[config.mk]
export PLATFORM = sky130hd
export DESIGN_NAME = action_selector
export DESIGN_NICKNAME = d
export VERILOG_FILES = /design/src/rtl/action_selector.sv
export SDC_FILE = /design/constraint.sdc
export NUM_CORES = 1
export LEC_CHECK = 0
export BUFFER_PORTS_ARGS = -buffer_cell sky130_fd_sc_hd__buf_2
export CAP_MARGIN = 5
export CORE_MARGIN = 8
export CORE_UTILIZATION = 54
export CTS_BUF_LIST = sky130_fd_sc_hd__clkbuf_16
export DETAILED_ROUTE_END_ITERATION = 6
export PLACE_DENSITY = 0.79
export SKIP_CTS_REPAIR_TIMING = 1
export SYNTH_ARGS = -nofsm -noshare
export SYNTH_HDL_FRONTEND = slang
export SYNTH_SLANG_ARGS = --single-unit
[constraint.sdc]
create_clock -name clk -period 9.5 [get_ports clk]
set_input_delay 0.95 -clock clk [delete_from_list [all_inputs] [get_ports clk]]
set_output_delay 0.95 -clock clk [all_outputs]
set_load 0.03 [all_outputs]
[src/rtl/action_selector.sv]
module action_selector #(
  parameter int N_ACT    = 4,
  parameter int SW       = 8,
  parameter int N_SENS   = 4,
  parameter int SENW     = 8,
  parameter int DW       = 8,
  parameter int BASE_LEN = 4,
  parameter int MAX_LEN  = 64,
  localparam int AW = $clog2(N_ACT),
  localparam int TW = SENW + $clog2(N_SENS) + 1
) (
  input  logic                   clk,
  input  logic                   rst_n,
  input  logic [N_ACT*SW-1:0]    strength,
  input  logic                   violation,
  input  logic [N_SENS*SENW-1:0] sensors,
  input  logic [TW-1:0]          threshold,
  output logic [AW-1:0]          action,
  output logic                   train_valid,
  output logic [AW-1:0]          train_action,
  output logic [DW-1:0]          trial_len
);

  function automatic logic [AW-1:0] pick(input logic [N_ACT*SW-1:0] s,
                                         input logic [N_ACT-1:0] m);
    logic [AW-1:0] idx;
    logic [SW-1:0] best;
    logic          found;
    idx = '0;
    best = '0;
    found = 1'b0;
    for (int i = 0; i < N_ACT; i++) begin
      if (!m[i] && (!found || s[i*SW +: SW] > best)) begin
        idx = AW'(i);
        best = s[i*SW +: SW];
        found = 1'b1;
      end
    end
    return idx;
  endfunction

  function automatic logic [N_ACT-1:0] bit_of(input logic [AW-1:0] a);
    return N_ACT'(1) << a;
  endfunction

  logic              in_trial;
  logic [AW-1:0]     act_q;
  logic [N_ACT-1:0]  tried;
  logic [TW-1:0]     base_t;
  logic [TW-1:0]     tension;
  logic [DW-1:0]     timer;
  logic [DW-1:0]     dur;

  always_comb begin
    tension = '0;
    for (int j = 0; j < N_SENS; j++)
      tension = tension + TW'(sensors[j*SENW +: SENW]);
  end

  wire [AW-1:0] top_all = pick(strength, '0);
  wire [AW-1:0] runner  = pick(strength, bit_of(top_all));
  wire [AW-1:0] next_un = pick(strength, tried);

  wire fall = (base_t > tension) && ((base_t - tension) > threshold);
  wire rise = (tension > base_t) && ((tension - base_t) > threshold);
  wire all_tried = &tried;

  wire [DW:0]   dbl    = {dur, 1'b0};
  wire [DW-1:0] dur_up = (dbl > (DW+1)'(MAX_LEN)) ? DW'(MAX_LEN) : dbl[DW-1:0];

  assign action    = in_trial ? act_q : top_all;
  assign trial_len = dur;

  always_ff @(posedge clk) begin
    if (!rst_n) begin
      in_trial     <= 1'b0;
      act_q        <= '0;
      tried        <= '0;
      base_t       <= '0;
      timer        <= '0;
      dur          <= DW'(BASE_LEN);
      train_valid  <= 1'b0;
      train_action <= '0;
    end else begin
      train_valid <= 1'b0;
      if (!in_trial) begin
        if (violation) begin
          in_trial <= 1'b1;
          act_q    <= runner;
          tried    <= bit_of(top_all) | bit_of(runner);
          base_t   <= tension;
          timer    <= dur - 1'b1;
        end
      end else if (!violation || fall) begin
        in_trial     <= 1'b0;
        train_valid  <= 1'b1;
        train_action <= act_q;
        dur          <= DW'(BASE_LEN);
      end else if (rise || timer == '0) begin
        base_t <= tension;
        if (all_tried) begin
          act_q <= top_all;
          tried <= bit_of(top_all);
          dur   <= dur_up;
          timer <= dur_up - 1'b1;
        end else begin
          act_q <= next_un;
          tried <= tried | bit_of(next_un);
          timer <= dur - 1'b1;
        end
      end else begin
        timer <= timer - 1'b1;
      end
    end
  end

endmodule

==> results of run 1 <==
[per-stage QoR]
| stage | utilization (%) | total power (W) | setup TNS (ps) | worst slack [ps] |
|---|---|---|---|---|
| 2_1_floorplan | - | 0.001518 | 0 | 157.1 |
| 3_3_place_gp | 60.75 | 0.001809 | 0 | 68.60 |
| 3_5_place_dp | 60.75 | 0.001851 | -925.4 | -327.5 |
| 4_1_cts | 62.45 | 0.002076 | -87.54 | -87.54 |
| 5_1_grt | 63.75 | 0.002344 | -87.72 | -87.72 |
| 6_report | 63.75 | 0.002128 | 0 | 344.3 |
[how the worst max path moves through the flow]
| stage | start | endpoint | slack, ps | depth (start not counted) |
|---|---|---|---|---|
| final | strength[1] | tried[1]$_SDFFE_PN0P_ | 340 | 47 |
| after global routing | strength[1] | tried[1]$_SDFFE_PN0P_ | -90 | 47 |
| after CTS | strength[1] | tried[1]$_SDFFE_PN0P_ | -90 | 47 |
| after detailed placement | strength[1] | tried[1]$_SDFFE_PN0P_ | -330 | 47 |
| after global placement | strength[1] | tried[1]$_SDFFE_PN0P_ | 70 | 47 |
| after floorplan | strength[1] | tried[1]$_SDFFE_PN0P_ | 160 | 49 |
[per-layer routing]
metal,vias to the layer above,track usage (%),share of wire [%]
li1,2996,-,-
met1,2777,27.15,46
met2,181,35.16,47
met3,27,2.448,5.3
met4,0,5.267,1.9
met5,-,0,0
[critical path: cells and delay by family]
family	cells	cell delay, ps
adder cells (fa/ha/maj)	6	1650
AND/OR/NAND/NOR	11	1530
AO/OA/AOI/OAI	22	3550
buffers and inverters	4	460
multiplexers	4	1210
[sequential cells by signal, summed over array words and instances, names as in the netlist]
register and cells:
base_t 10, timer 8, trial_len 6, tried 4, act_q 2, train_action 2, in_trial 1, train_valid 1
[layout by cell type (no fill, tap or decap), types with 13 or more instances in the layout]
cell	Yosys	layout
nand4_1	18	18
xnor2_1	24	24
nand3_1	13	13
mux2_2	21	21
mux2i_1	24	18
nand2b_1	14	14
ha_1	127	126
nor2_1	51	49
buf_2	6	88
buf_4	5	28
nand2_1	50	49
inv_1	78	78
fa_1	18	18
nor2b_1	13	13
dfxtp_1	34	34
o21ai_0	42	38
a21oi_1	66	62
a21o_1	15	15
[cell type report]
type / count / area, sq um
inverter: 79 / 296.5
clock inverter: 3 / 68.82
sequential: 34 / 680.7
clock buffer: 5 / 125.1
fill: 1009 / 4121
tap: 143 / 178.9
timing repair buffer: 118 / 673.1
multi-input combinational: 643 / 5225
[cells in the mapped netlist (11+ instances only)]
cell	number
ha_1	127
inv_1	78
a21oi_1	66
nor2_1	51
nand2_1	50
o21ai_0	42
dfxtp_1	34
mux2i_1	24
xnor2_1	24
mux2_2	21
fa_1	18
nand4_1	18
a21o_1	15
nand2b_1	14
nand3_1	13
nor2b_1	13
a211oi_1	12
o21a_1	12
clkbuf_1	11
nor3_1	11
o211ai_1	11
[logic make-up after synthesis]
logic type,count (synthesis),synth area share (%)
AOI/OAI and AO/OA,213,21.74
xor gates and xnor gates,30,4.199
adders and majority gates,145,31.15
buffers and inverters,105,7.199
DFF,34,10.88
muxes,46,7.858
other,1,0.05993
and+or+nand+nor,207,16.92
[power by group through the flow]
| stage | registers [W] | clock network, W | logic [W] |
|---|---|---|---|
| after CTS | 0.000201 | 0.000216 | 0.00166 |
| after global placement | 0.000203 | 0 | 0.00161 |
| after global routing | 0.000207 | 0.000222 | 0.00191 |
| after floorplan | 0.000193 | 0 | 0.00132 |
| final | 0.000202 | 0.000214 | 0.00171 |
| after detailed placement | 0.000204 | 0 | 0.00165 |
==> metrics.txt, run 1 <==
P per Cell Area ~290 mW/mm^2; reg2reg start tried[0]$_SDFFE_PN0P_; CTS tree done; Clock power frac about a tenth; Synth area leader ha_1; Detailed Place HPWL ~13,000 um; GRT Util Overall between 20% and 30%; combinational power share slightly above 80%; first-pass GRT wire length ~26,000 um; Mapped Cells just under 800; I/O pin cnt 91; Top FF cell, synth dfxtp_1; synth warn 0; clock skew roughly 8.2 ps; Area contributors post-synth ha_1 (25%), dfxtp_1 (11%), fa_1 (5.8%); area grow syn2layout 15.84%; initial DRC count ~430; Static Leak approximately 3.5 nW; clock tree root buffer cell clkbuf_16; gr ovfl total 0; mapped cell area 0.006257 sq mm; internal power 0.001080 W; Slew HR 24.88%; Hold Crit Depth 2; CTS Buf Count 5; Die Area ~0.015 sq mm; placed insts slightly above 1k; Mapped Avg Cell Area 8.012 sq um; Slowest-stage cell, CP mux2_2; Seq pwr share a little under a tenth; HP Start train_action[1]$_SDFFE_PN0P_; switching power 0.001048 W; Arrival @ worst endpoint between 9000 and 10,000 ps; final setup violation count 0; outcome finished, final reports clean; starting density of the core ~55%; CTS max path bufs 2; Port Buffer Count just under 90; period utilization a little over nine tenths; asr flop ratio synth 0%; min Tclk post-route 9156 ps; WL per Instance 15.86 um; Routed Antenna Nets 0; post-synth cell types 67; fin nets approximately 1.1k; hold slack about 500 ps; number of H-tree levels 2; Final Slew Violations 0; # rows 39; final instance area a little over 0.007 sq mm; Setup crit start kind primary input; clock transition at the registers of the reported paths approximately 60 ps; Crit Path Class in2reg; share of layout cells above drive strength 1 21.43%; vias in the first global route between 5k and 6k; Sink Count 34; gp weighted congestion approximately 0.9; sequential share of the synthesized area between 10% and 20%; Sw Ratio between 40% and 50%; RR Endpoint tried[1]$_SDFFE_PN0P_; Reg2Reg Depth 22; final wirelength ~16,000 um; Die H between 100 and 150 um; clk_lat worst skew approximately 280 ps; largest net degree at the start of global routing 26; drt drc 0; FMAX around 110 MHz; type of destination of the critical path flop; Final Hold Viols 0; Initial DRT Pass Iterations 5; non-filler instance count after layout slightly above 1k; flop2flop setup slack approximately 2600 ps; WHS Endpoint train_action[1]$_SDFFE_PN0P_; CP Max Fanout 7; Worst Tran Pin Value roughly 1100 ps; VDD IR max around 0.26 mV; most used cell, CP ha_1; Post-synth EDFFs 0; area of the core 0.01137 sq mm; Max Cap Viol 0; delay of the slowest critical-path stage between 300 and 400 ps; Synth top area share 25.39%; ant diodes 0; DR vias 5,981; Hold WC Path Type reg2reg; Vias/cell slightly below 6; dpl cell area 0.006907 sq mm; Seq cells post-synth 34; die width between 100 and 150 um; Worst EP required 9690 ps; initial antenna violation count 0
Note: power is estimated with default switching activity, not from simulation.
==> run 2, diff against run 1 <==
Settings changed: CORE_UTILIZATION 54 to 55, CTS_BUF_LIST sky130_fd_sc_hd__clkbuf_16 to sky130_fd_sc_hd__clkbuf_4 sky130_fd_sc_hd__clkbuf_8, CTS_CLUSTER_SIZE set to 20, PLACE_DENSITY 0.79 to 0.8.
==> run 2 against run 1 <==
Compared with the run above:
- utilization is 0.69 points higher
- total power down 2.6%
- via count rose by 1.8%
- register-to-register slack better by 40 ps
- clock skew increased by 5.7 ps
- sequential power is essentially flat
- critical endpoint unchanged
- largest cell class unchanged
==> metrics.txt, run 2 (synthesis gave the netlist of run 1 again) <==
RR Endpoint tried[0]$_SDFFE_PN0P_; Clock power frac 6.6%; I/O pin cnt 91; fin nets about 1.1k; Crit Path Class in2reg; Slew HR a little over a fifth; Final Hold Viols 0; delay of the slowest critical-path stage between 300 and 400 ps; Die Area 0.01505 sq mm; Seq pwr share 9.7%; largest net degree at the start of global routing 26; CTS Buf Count 5; FMAX roughly 110 MHz; Worst EP required 9700 ps; number of fill cells in the layout 970; initial DRC count about 420; die width 122.7 um; Worst Tran Pin Value roughly 1200 ps; clock skew about 14 ps; internal power around 0.0010 W; period utilization between 90% and 100%; max reg flops 10; reg2reg start tried[0]$_SDFFE_PN0P_; Detailed Place HPWL around 14,000 um; clock tree root buffer cell clkbuf_8; most common cell after layout, fill and taps aside ha_1; initial antenna violation count 0; Routed Antenna Nets 0; Sink Count 34; CTS tree done; combinational power share between 80% and 90%; Initial DRT Pass Iterations 5; WHS Endpoint act_q[1]$_SDFFE_PN0P_; share of layout cells above drive strength 1 between 20% and 30%; fin util 64.44%; Vias/cell 5.893; Final Slew Violations 0; GRT Util Overall a little over a fifth; Die H 122.7 um; outcome finished, final reports clean; DR vias 6,087; Arrival @ worst endpoint between 9000 and 10,000 ps; placed insts roughly 1.0k; met1 global-route usage 26.99%; type of destination of the critical path flop; clk_lat worst skew 290 ps; Reg2Reg Depth 22; Most flops, register base_t; Setup crit start kind primary input; ant diodes 0; # rows 39; flop2flop setup slack roughly 2700 ps; switching power around 0.0010 W; area of the core ~0.011 sq mm; final setup violation count 0; min Tclk post-route 9102 ps; Max Cap Viol 0; area grow syn2layout 16.08%; GRT busiest layer met2; gr ovfl total 0; non-filler instance count after layout 1,033; GRT met3 Usage under 10%; VDD IR max around 0.23 mV; Slowest-stage cell, CP mux2_2; commonest cells after routing, fill and taps aside ha_1 (126), buf_2 (89), inv_1 (78); Static Leak 3.552 nW; Sw Ratio about half; GR Util met2 36.19%; most used cell, CP ha_1; drt drc 0; CP Max Fanout 9; number of H-tree levels 2; vias in the first global route 5,763; Port Buffer Count just under 90; Hold WC Path Type reg2reg; CTS max path bufs 2; gp weighted congestion between 0.9 and 1; HP Start act_q[1]$_SDFFE_PN0P_; first-pass GRT wire length 26,280 um; Hold Crit Depth 2; P per Cell Area about 290 mW/mm^2; starting density of the core 55.51%; final wirelength 16,620 um; WL per Instance about 16 um; clock transition at the registers of the reported paths around 80 ps
run 2: cell types whose count changed in the layout (fill, tap and decap cells not counted), moves of 2 or more:
cell,before,now
clkbuf_8,0,5
clkbuf_16,5,0
clkinvlp_4,0,2
buf_4,28,31
o21ai_0,38,34
buf_6,2,5
o21ai_1,5,9
run 2: area by class of cell:
cell class                 count  area, sq um  area share, %
multi-input combinational    643         5239          72.13
clock buffer                   5        68.82         0.9475
inverter                      79        296.5          4.083
sequential                    34        680.7          9.371
clock inverter                 3        45.04         0.6202
tap                          143        178.9          2.463
timing repair buffer         126        754.5          10.39
run 2: routing by layer:
layer  up-vias  part of all wire [%]
met5         -                     0
met4         0                   2.4
met3        44                   5.6
met2       222                    48
met1      2799                    44
li1       3022                     -
run 2: worst max-delay path by stage:
stage	start	to	slack, ps	cells after the start
2_1_floorplan	strength[1]	tried[1]$_SDFFE_PN0P_	160	49
6_report	strength[1]	tried[1]$_SDFFE_PN0P_	400	48
5_1_grt	strength[1]	act_q[1]$_SDFFE_PN0P_	-90	51
4_1_cts	strength[1]	tried[1]$_SDFFE_PN0P_	150	48
3_5_place_dp	strength[1]	tried[1]$_SDFFE_PN0P_	-140	48
3_3_place_gp	strength[1]	tried[1]$_SDFFE_PN0P_	30	48
run 2: power groups by stage:
stage          Combinational [W]  Clock, W  Sequential, W
6_report                 0.00173  0.000137       0.000201
5_1_grt                  0.00193  0.000145       0.000205
4_1_cts                  0.00166  0.000139       0.000200
3_5_place_dp             0.00165         0       0.000203
3_3_place_gp             0.00162         0       0.000202
2_1_floorplan            0.00132         0       0.000193
run 2: critical path, delay by kind of cell:
kind / cells / cell delay (ps)
muxes: 5 / 1190
adders and majority gates: 6 / 1630
buffers and inverters: 4 / 450
and+or+nand+nor: 12 / 1510
AOI/OAI and AO/OA: 21 / 3580
run 2: per-stage QoR:
stage / cell area, sq um / total power [W] / hold slack [ps] / setup TNS [ps] / setup WS, ps
after detailed placement: 6934 / 0.001858 / 496.7 / -354.0 / -141.9
after CTS: 7048 / 0.002003 / 507.6 / 0 / 150.5
final: 7263 / 0.002073 / 507.9 / 0 / 398.4
after global placement: 6934 / 0.001818 / 479.7 / 0 / 26.44
after floorplan: 6261 / 0.001518 / 462.3 / 0 / 157.1
after global routing: 7263 / 0.002281 / 533.5 / -296.1 / -90.85
